==> config.mk <==
export PLATFORM = sky130hd
export DESIGN_NAME = i2c_regbank_slave
export DESIGN_NICKNAME = d
export VERILOG_FILES = /design/src/rtl/i2c_regbank_slave.sv
export SDC_FILE = /design/constraint.sdc
export NUM_CORES = 1
export LEC_CHECK = 0
export BUFFER_PORTS_ARGS = -buffer_cell sky130_fd_sc_hd__buf_2
export CAP_MARGIN = 20
export CORE_ASPECT_RATIO = 2
export CORE_MARGIN = 2
export CORE_UTILIZATION = 65
export DETAILED_ROUTE_END_ITERATION = 6
export PLACE_DENSITY = 0.92
export SLEW_MARGIN = 20
export SYNTH_ARGS = -nofsm -noshare
export SYNTH_HDL_FRONTEND = slang
export SYNTH_SLANG_ARGS = --single-unit
==> constraint.sdc <==
create_clock -name clk -period 5 [get_ports clk]
set_input_delay 0.75 -clock clk [delete_from_list [all_inputs] [get_ports clk]]
set_output_delay 0.75 -clock clk [all_outputs]
set_load 0.01 [all_outputs]
==> src/rtl/i2c_regbank_slave.sv <==
module i2c_regbank_slave #(
  parameter logic [6:0] DEV_ADDR = 7'b1101000,
  parameter int         NREG     = 8
) (
  input  logic clk,
  input  logic rst_n,
  input  logic scl_i,
  input  logic sda_i,
  output logic sda_oe
);
  localparam int PW = (NREG > 1) ? $clog2(NREG) : 1;

  typedef enum logic [2:0] {S_IDLE, S_ADDR, S_PTR, S_WR, S_RD, S_SKIP} st_t;

  logic [1:0]    scl_sy, sda_sy;
  logic          scl_q, sda_q;
  st_t           st;
  logic [3:0]    bcnt;
  logic          in_ack, rd_mode, m_ack;
  logic [7:0]    sh;
  logic [PW-1:0] ptr;
  logic [7:0]    mem [NREG];

  always_ff @(posedge clk or negedge rst_n)
    if (!rst_n) begin
      scl_sy <= 2'b11;
      sda_sy <= 2'b11;
      scl_q  <= 1'b1;
      sda_q  <= 1'b1;
    end else begin
      scl_sy <= {scl_sy[0], scl_i};
      sda_sy <= {sda_sy[0], sda_i};
      scl_q  <= scl_sy[1];
      sda_q  <= sda_sy[1];
    end

  wire scl_s     = scl_sy[1];
  wire sda_s     = sda_sy[1];
  wire scl_rise  = scl_s & ~scl_q;
  wire scl_fall  = ~scl_s & scl_q;
  wire start_det = scl_s & scl_q & sda_q & ~sda_s;
  wire stop_det  = scl_s & scl_q & ~sda_q & sda_s;
  wire byte_done = (bcnt == 4'd8);
  wire receiving = (st == S_ADDR) || (st == S_PTR) || (st == S_WR);

  wire [PW-1:0] ptr_nx = (ptr == PW'(NREG - 1)) ? '0 : ptr + 1'b1;
  wire [7:0]    rd_byte = mem[ptr];

  always_ff @(posedge clk or negedge rst_n)
    if (!rst_n) begin
      st      <= S_IDLE;
      bcnt    <= '0;
      in_ack  <= 1'b0;
      rd_mode <= 1'b0;
      m_ack   <= 1'b0;
      sh      <= '0;
      ptr     <= '0;
      sda_oe  <= 1'b0;
      for (int i = 0; i < NREG; i++) mem[i] <= '0;
    end else if (start_det) begin
      st     <= S_ADDR;
      bcnt   <= '0;
      in_ack <= 1'b0;
      sda_oe <= 1'b0;
    end else if (stop_det) begin
      st     <= S_IDLE;
      bcnt   <= '0;
      in_ack <= 1'b0;
      sda_oe <= 1'b0;
    end else if (receiving) begin
      if (scl_rise && !in_ack && !byte_done) begin
        sh   <= {sh[6:0], sda_s};
        bcnt <= bcnt + 1'b1;
      end else if (scl_fall && !in_ack && byte_done) begin
        in_ack <= 1'b1;
        if (st == S_ADDR) begin
          if (sh[7:1] == DEV_ADDR) begin
            sda_oe  <= 1'b1;
            rd_mode <= sh[0];
          end else begin
            st <= S_SKIP;
          end
        end else if (st == S_PTR) begin
          sda_oe <= 1'b1;
          ptr    <= sh[PW-1:0];
        end else begin
          sda_oe   <= 1'b1;
          mem[ptr] <= sh;
          ptr      <= ptr_nx;
        end
      end else if (scl_fall && in_ack) begin
        in_ack <= 1'b0;
        bcnt   <= '0;
        sda_oe <= 1'b0;
        if (st == S_ADDR) begin
          if (rd_mode) begin
            st     <= S_RD;
            sh     <= rd_byte;
            sda_oe <= ~rd_byte[7];
          end else begin
            st <= S_PTR;
          end
        end else if (st == S_PTR) begin
          st <= S_WR;
        end
      end
    end else if (st == S_RD) begin
      if (scl_rise && !in_ack && !byte_done) begin
        bcnt <= bcnt + 1'b1;
      end else if (scl_rise && in_ack) begin
        m_ack <= ~sda_s;
      end else if (scl_fall && !in_ack && !byte_done && bcnt != 4'd0) begin
        sh     <= {sh[6:0], 1'b0};
        sda_oe <= ~sh[6];
      end else if (scl_fall && !in_ack && byte_done) begin
        sda_oe <= 1'b0;
        in_ack <= 1'b1;
        ptr    <= ptr_nx;
      end else if (scl_fall && in_ack) begin
        in_ack <= 1'b0;
        bcnt   <= '0;
        if (m_ack) begin
          sh     <= rd_byte;
          sda_oe <= ~rd_byte[7];
        end else begin
          st <= S_SKIP;
        end
      end
    end

  AST_OE_ON_SCL_LOW: assert property (@(posedge clk) disable iff (!rst_n)
    (sda_oe && !$past(sda_oe)) |-> !scl_s);
  AST_START_RESTARTS: assert property (@(posedge clk) disable iff (!rst_n)
    start_det |=> (st == S_ADDR && bcnt == 4'd0 && !in_ack));
  AST_STOP_RELEASES: assert property (@(posedge clk) disable iff (!rst_n)
    stop_det |=> (st == S_IDLE && !sda_oe));
  AST_SKIP_QUIET: assert property (@(posedge clk) disable iff (!rst_n)
    (st == S_SKIP) |-> !sda_oe);
  AST_NACK_RELEASED: assert property (@(posedge clk) disable iff (!rst_n)
    (st == S_RD && in_ack) |-> !sda_oe);
  AST_BIT_COUNT_RANGE: assert property (@(posedge clk) disable iff (!rst_n)
    bcnt <= 4'd8);
endmodule

### After elaboration in Yosys (flattened, before gate mapping)

Cells that the tools add are included.

* register bits after elaboration: 92
* input port bits: 4

* reduce and logical (&&, ||, !) cells: 31
* add/sub/neg operators: 2
* magnitude comparators: 2
* bitwise logic cells: 20
* mux-type cells: 85
* eq/ne operators: 28

Operators with widths (count)
* $mux 8: 16
* $mux 3: 29
* $bwmux 64: 1
* $mux 4: 10
* $mux 1: 27
* $bmux 8 s3: 1
* $demux 8 s3: 1
* $reduce_and 7->1: 3
* $ne 4x4->1 const B: 5
* $reduce_bool 4->1: 4
* $ne 6x6->1 const B: 2
* $not 1->1: 12
* $reduce_and 12->1: 1
* $reduce_and 11->1: 1
* $ne 5x5->1 const B: 2
* $logic_and 1x1->1: 9
* $ne 3x3->1 const B: 3
* $ne 2x2->1 const B: 4
* $reduce_and 8->1: 1
* $and 1x1->1: 7
* $eq 7x7->1 const B: 1
* $eq 3x2->1 const B: 2
* $eq 3x3->1 const B: 2
* $ne 3x1->1 const B: 2
* other kinds (19): 22

### Longest topological paths before layout

Gate-level depths: netlist of the first run.

* word-level depth: 15
* gate-level depth with buffers: 9
* depth with buffers taken out: 7

### Worst setup path after synthesis of the first run

Ideal clock, no wire load.

* path type: flip-flop to flip-flop
* start: register bcnt[0]
* end: register mem[17] (netlist bit)
* cell stages (with the launch flop): 9
* slack: 2766 ps
* arrival: 2109 ps
* library setup time: 125 ps
* period minus slack after synthesis: 2234 ps
* path through: dfrtp_1 -> inv_1 -> ha_1 -> and3b_1 -> nand2_2 -> or3_1 -> buf_2 -> nor3_4 -> mux2_2

* longest elaborated chain between the ends: 5
* elaborated cells between the ends (all ways): 6

Ends and longest elaborated chain
* from (decl): RTL line 18 `logic [3:0] bcnt;`
* from (signal assigned): RTL line 73 `bcnt <= bcnt + 1'b1;`
* from (signal assigned): RTL line 109 `bcnt <= bcnt + 1'b1;`
* $eq 4x4->1 *: RTL line 43 `wire byte_done = (bcnt == 4'd8);`
* $logic_not 1->1: RTL line 71 `if (scl_rise && !in_ack && !byte_done) begin`
* $logic_and 1x1->1: RTL line 71
* $not 1->1 (no line)
* $reduce_and 7->1 (no line) *
* to (signal, indexed assignment): RTL line 88 `mem[ptr] <= sh;`
* to (decl): RTL line 22 `logic [7:0] mem [NREG];`

Every way passes the cells marked *; elsewhere a longest branch is shown, timed or not.
A chain may end at the register's enable or synchronous reset.

### Worst setup path in the final report of the first run

* start: register ptr[0]
* end: register mem[35] (netlist bit)

* longest elaborated chain between the ends: 6
* elaborated cells between the ends (all ways): 7

Ends and longest elaborated chain
* from (decl): RTL line 21 `logic [PW-1:0] ptr;`
* from (signal assigned): RTL line 85 `ptr <= sh[PW-1:0];`
* from (signal assigned): RTL line 89 `ptr <= ptr_nx;`
* from (signal assigned): RTL line 118 `ptr <= ptr_nx;`
* $not 3->4 (not written as such) *: RTL line 88
* $ge 4x4->1 (not written as such) or $lt 4x1->1 (tied branches): RTL line 88
* $logic_and 1x1->1 (not written as such): RTL line 88
* $mux 8 (not written as such): RTL line 88
* $demux 8 s3 *: RTL line 88
* $bwmux 64 *: RTL line 88

Marks and branches as above.

==> impl_metrics.env, run 1 <==
export IMPL_pre_cts_slack_ns=2.02
export IMPL_initial_core_util=0.671
export IMPL_wl_per_cell_um=23.1
export IMPL_reg2reg_depth=4
export IMPL_crit_fanout=33
export IMPL_die_h_um=124
export IMPL_synthToLayoutAreaGrowth_pct=7.12
export IMPL_die_width_um=63.9
export IMPL_worstSetupEndpointType="register"
export IMPL_dieArea_mm2=0.00790
export IMPL_cp_start_kind="register"
export IMPL_netlist_area_mm2=0.00466
export IMPL_grt_ovfl_total=0
export IMPL_fill_cells=431
export IMPL_finalHoldViolCount=0
export IMPL_numPortBuffers=4
export IMPL_slew_viol_final=0
export IMPL_cts_resized=0
export IMPL_grt_max_degree=57
export IMPL_post_cts_buffers=0
export IMPL_numClockSinks=92
export IMPL_crit_reg2reg_capture="mem[35]"
export IMPL_fmax_ghz=0.327
export IMPL_min_period_over_period=0.611
export IMPL_ios=5
export IMPL_root_buffer="clkbuf_16"
export IMPL_cts_hold_buf=0
export IMPL_worstSetupPathType="register to register"
export IMPL_grt_util_all_layers=0.307
export IMPL_timing_final_ws_setup_ns=1.95
export IMPL_hp_class="input port to asynchronous set/reset pin"
export IMPL_post_route_drc_count=0
export IMPL_maxCapViolCount=0
export IMPL_p_leak_nw=2.26
export IMPL_cts_tree="yes"
export IMPL_synth_top_flop_cell="dfrtp_1"
export IMPL_yosysTopAreaCell="dfrtp_1"
export IMPL_r2r_start="ptr[0]"
export IMPL_reg2reg_slack_ns=1.95
export IMPL_drive_gt1_frac=0.298
export IMPL_wirelength_um=11100
export IMPL_seq_area_frac_synth=0.496
export IMPL_antenna_left=0
export IMPL_num_rows=43
export IMPL_avgSynthCellArea_um2=11.9
export IMPL_dr_total_vias=3373
export IMPL_htree_levels=3
export IMPL_cts_made_buffers=9
export IMPL_fin_crit_ns=3.05
export IMPL_setup_viol_count_final=0
export IMPL_cp_required_ns=5.23
export IMPL_fin_nets=395
export IMPL_synth_edf_count=0
export IMPL_vdd_ir_drop_worst_uv=307
export IMPL_yosysWarnings=0
export IMPL_synth_top_area_frac=0.462
export IMPL_status="finished, final reports clean"
export IMPL_rsz0062_at_grt="no"
export IMPL_insertion_delay_ns=0.35
export IMPL_grt_pass1_vias=3481
export IMPL_max_clock_path_buffers=2
export IMPL_grt_pass1_wl_um=17800
export IMPL_dp_hpwl_um=7540
export IMPL_synth_cell_types=57
export IMPL_fin_tns_setup_ns=0
export IMPL_insertedDiodeCount=0
export IMPL_worst_slew_pin_slew_ns=1.08
export IMPL_netlist_top_cells_area="dfrtp_1, mux2_2, mux2i_1"
export IMPL_power_density_mw_per_mm2=375
export IMPL_synth_nets=400
export IMPL_whs_ns=0.354
export IMPL_antenna_found_initial=0
export IMPL_fp_coreArea_mm2=0.00694
export IMPL_viasPerCell=7.00
export IMPL_report_power_total_mw=1.87
export IMPL_clk_pin_slew_ns=0.07
export IMPL_gp_congestion=0.935
export IMPL_async_flop_share=1.00
export IMPL_drtIter0Drc=285
export IMPL_ys_seq_elements=92
export IMPL_netlist_instances=392
export IMPL_critPathArrivalTime_ns=3.28
export IMPL_relSlewSlack=0.283
export IMPL_first_pass_iters=7
export IMPL_fin_skew_ns=0.00923
-- where the power goes --
part           switching [mW]  internal, mW
clock network           0.283         0.335
logic                   0.219         0.130
registers               0.114         0.790
-- kinds of logic after synthesis --
family | Yosys count | synth area share
flip-flops | 92 | 0.496
XOR/XNOR | 2 | 0.00376
adder cells (fa/ha/maj) | 4 | 0.0107
AO/OA/AOI/OAI | 69 | 0.101
AND/OR/NAND/NOR | 100 | 0.130
buffers and inverters | 31 | 0.0282
multiplexers | 94 | 0.230
-- metrics by stage --
stage,area [um^2],utilization,std cells
after floorplan,4660,-,392
after global placement,4720,0.680,466
after detailed placement,4720,0.680,466
after CTS,4990,0.719,482
after global routing,4990,0.719,482
final,4990,0.719,482
-- placed cells by master (no fill, tap or decap), types with 7 or more instances in the layout --
cell and count:
nor2_1 16, a21oi_1 7, mux2i_1 16, nand3_1 11, nand2_1 19, mux2_2 74
o21ai_0 18, nor2b_1 8, clkbuf_16 9, dfrtp_1 86
-- registers in the layout, summed over array words and instances, names as in the netlist --
signal / flops
bcnt: 4
sda_oe: 1
scl_q: 1
in_ack: 1
sda_sy: 2
rd_mode: 1
sda_q: 1
m_ack: 1
ptr: 3
st: 3
scl_sy: 2
sh: 8
mem: 64
-- worst max-delay path, cell delays in order (launching register included) --
cell     delay, ns
dfrtp_1       1.06
inv_1         0.27
or3_1         0.58
nor2b_1       0.61
mux2_2        0.41
-- final cells by class --
class | instances | area (um^2) | area share
well taps | 90 | 113 | 0.0226
flip-flops and latches | 92 | 2310 | 0.463
clock buffers | 10 | 229 | 0.0459
repair buffers | 8 | 52.6 | 0.0105
inverters | 7 | 26.3 | 0.00527
clock inverters | 6 | 42.5 | 0.00853
multi-input cells | 269 | 2220 | 0.444
-- cell usage after synthesis, drive strengths merged (6+ instances only) --
library cell / instances
nand2: 24
o21ai: 18
clkbuf: 13
inv: 6
buf: 11
dfrtp: 86
nand3: 11
nor2: 16
mux2: 75
mux2i: 16
a21oi: 7
nor3: 7
dfstp: 6
nor2b: 8
-- per-layer routing --
layer / wire [um] / vias to the layer above / track usage
li1: - / 1433 / -
met1: 3710 / 1689 / 0.319
met2: 5900 / 176 / 0.533
met3: 689 / 75 / 0.0732
met4: 814 / 0 / 0.223
met5: 0 / - / 0
-- worst max-delay path by stage --
stage	endpoint	startpoint	slack, ns	cells after the start
after CTS	mem[37]	ptr[0]	2.03	4
final	mem[35]	ptr[0]	1.95	4
after global routing	mem[37]	ptr[0]	1.76	4
after detailed placement	mem[32]	ptr[0]	2.02	4
after global placement	mem[33]	ptr[0]	2.14	4
after floorplan	mem[17]	bcnt[0]	2.77	8
Power figures use the tool's default switching activity.
==> inputs of run 2 (changes only) <==
Settings changed: ABC_AREA set to 1, CORE_UTILIZATION 65 to 57, PLACE_DENSITY 0.92 to 0.86.
Clock period 5 ns to 2.4 ns, I/O delays scaled along.
==> impl_metrics.env, run 2 <==
export IMPL_reg2reg_depth=11
export IMPL_cp_required_ns=2.61
export IMPL_power_density_mw_per_mm2=757
export IMPL_post_route_drc_count=0
export IMPL_dieArea_mm2=0.00900
export IMPL_num_rows=46
export IMPL_grt_util_all_layers=0.289
export IMPL_drtIter0Drc=378
export IMPL_numPortBuffers=4
export IMPL_htree_levels=3
export IMPL_die_width_um=68.1
export IMPL_cp_start_kind="register"
export IMPL_seq_area_frac_synth=0.493
export IMPL_vdd_ir_drop_worst_uv=613
export IMPL_min_period_over_period=0.893
export IMPL_rsz0062_at_grt="no"
export IMPL_wirelength_um=11800
export IMPL_grt_pass1_vias=4344
export IMPL_first_pass_iters=5
export IMPL_numClockSinks=92
export IMPL_dr_total_vias=4261
export IMPL_netlist_area_mm2=0.00468
export IMPL_synth_cell_types=30
export IMPL_async_flop_share=1.00
export IMPL_avgSynthCellArea_um2=7.69
export IMPL_antenna_found_initial=0
export IMPL_dp_hpwl_um=8120
export IMPL_viasPerCell=5.96
export IMPL_insertion_delay_ns=0.35
export IMPL_cts_made_buffers=9
export IMPL_worstSetupEndpointType="register"
export IMPL_synth_top_area_frac=0.460
export IMPL_cts_hold_buf=0
export IMPL_report_power_total_mw=3.87
export IMPL_post_route_util=0.643
export IMPL_power_net_switching_mw=1.09
export IMPL_wl_per_cell_um=16.5
export IMPL_slew_viol_final=0
export IMPL_worst_slew_pin_slew_ns=0.675
export IMPL_post_cts_buffers=0
export IMPL_power_frac_seq=0.442
export IMPL_critPathArrivalTime_ns=2.35
export IMPL_fin_tns_setup_ns=0
export IMPL_fin_nets=622
export IMPL_die_h_um=132
export IMPL_whs_ns=0.0138
export IMPL_worstSetupPathType="register to register"
export IMPL_cts_tree="yes"
export IMPL_initial_core_util=0.589
export IMPL_yosysWarnings=0
export IMPL_yosysTopAreaCell="dfrtp_1"
export IMPL_final_cell_mix="nand2_1, dfrtp_1, o21ai_0"
export IMPL_grt_max_degree=49
export IMPL_max_clock_path_buffers=2
export IMPL_insertedDiodeCount=0
export IMPL_largestRegisters="mem (64), sh (8), bcnt (4)"
export IMPL_fin_crit_ns=2.14
export IMPL_grt_ovfl_total=0
export IMPL_synth_common_cells="nand2_1, dfrtp_1, o21ai_0, nor2_1, nand3_1"
export IMPL_switching_share=0.281
export IMPL_cts_resized=0
export IMPL_yosysMostFrequentCell="nand2_1"
export IMPL_ys_seq_elements=92
export IMPL_netlist_instances=609
export IMPL_hp_class="input port to asynchronous set/reset pin"
export IMPL_root_buffer="clkbuf_16"
export IMPL_largest_register_ffs=64
export IMPL_top_register="mem"
export IMPL_p_leak_nw=2.38
export IMPL_synth_nets=617
export IMPL_maxCapViolCount=0
export IMPL_crit_fanout=16
export IMPL_synth_edf_count=0
export IMPL_fmax_ghz=0.467
export IMPL_final_common_cell="nand2_1"
export IMPL_fin_skew_ns=0.00685
export IMPL_setup_viol_count_final=0
export IMPL_status="finished, final reports clean"
export IMPL_instances_no_fill=715
export IMPL_synth_top_flop_cell="dfrtp_1"
export IMPL_clkPwrFrac=0.415
export IMPL_combPwrFrac=0.142
export IMPL_power_internal_mw=2.78
export IMPL_fp_coreArea_mm2=0.00794
export IMPL_ios=5
export IMPL_drive_gt1_frac=0.0953
export IMPL_relSlewSlack=0.548
export IMPL_gp_congestion=0.931
export IMPL_grt_pass1_wl_um=19600
export IMPL_netlist_top_cells_area="dfrtp_1, nand2_1, o21ai_0"
export IMPL_antenna_left=0
export IMPL_place_inst=699
export IMPL_finalHoldViolCount=0
export IMPL_clk_pin_slew_ns=0.07
export IMPL_synthToLayoutAreaGrowth_pct=9.14
## run 2: cell types whose count changed after synthesis, moves of 15 or more
cell	before	now
nor2_1	16	51
nand3_1	11	34
a21oi_1	7	28
mux2_2	74	0
mux2i_1	16	1
o21ai_1	0	24
o21ai_0	18	61
inv_1	6	30
nand2_1	19	226
## run 2: layout make-up
type / instances / area, um^2
Sequential cell: 92 / 2310
Clock inverter: 7 / 115
Tap cell: 96 / 120
Inverter: 33 / 124
Multi-Input combinational cell: 464 / 2100
Clock buffer: 9 / 225
Fill cell: 640 / 2830
Timing Repair Buffer: 14 / 110
## run 2: per-stage QoR
step,setup WS (ns),area (um^2)
2_1_floorplan,0.637,4680
3_3_place_gp,0.401,4770
3_5_place_dp,0.314,4770
4_1_cts,0.288,5110
5_1_grt,0.0306,5110
6_report,0.257,5110
## run 2: path summary, 6_finish.rpt
check | to | slack (ns) | start
max | mem[20] | 0.26 | bcnt[0]
min | mem[47] | 0.01 | rst_n
max reg2reg | mem[20] | 0.26 | bcnt[0]
min reg2reg | sda_sy[1] | 0.36 | sda_sy[0]
max in group asynchronous | ptr[0] | 1.71 | rst_n
min in group clk | scl_sy[0] | 0.11 | scl_i
## run 2: power groups by stage
stage                     clock (mW)  sequential (mW)  combinational [mW]
after global routing            1.69             1.71               0.602
after global placement             0             1.73               0.509
final                           1.61             1.71               0.550
after detailed placement           0             1.73               0.533
after CTS                       1.62             1.71               0.537
after floorplan                    0             1.71               0.353
## run 2: critical path: stages (launching register included)
cell and delay (ns):
dfrtp_1 0.40, inv_1 0.10, ha_1 0.17, nand3_1 0.14, nand2_1 0.18, nand2_1 0.10, nor2_1 0.12, nand2_2 0.11
nor2_4 0.17, nand2_2 0.23, nand2_1 0.16, o21ai_0 0.11
## run 2: kinds of logic after synthesis
kind of cell	after synthesis	share of synthesized area
AOI/OAI and AO/OA	124	0.140
xor gates and xnor gates	2	0.00374
adders and majority gates	4	0.0107
buffers and inverters	53	0.0569
DFF	92	0.493
muxes	1	0.00214
and+or+nand+nor	333	0.293
## run 2: metal layers
metal | up-vias | track usage | part of all wire
met5 | - | 0 | 0
met4 | 0 | 0.227 | 0.078
met3 | 77 | 0.0726 | 0.046
met2 | 196 | 0.460 | 0.50
met1 | 2006 | 0.309 | 0.37
li1 | 1982 | - | -
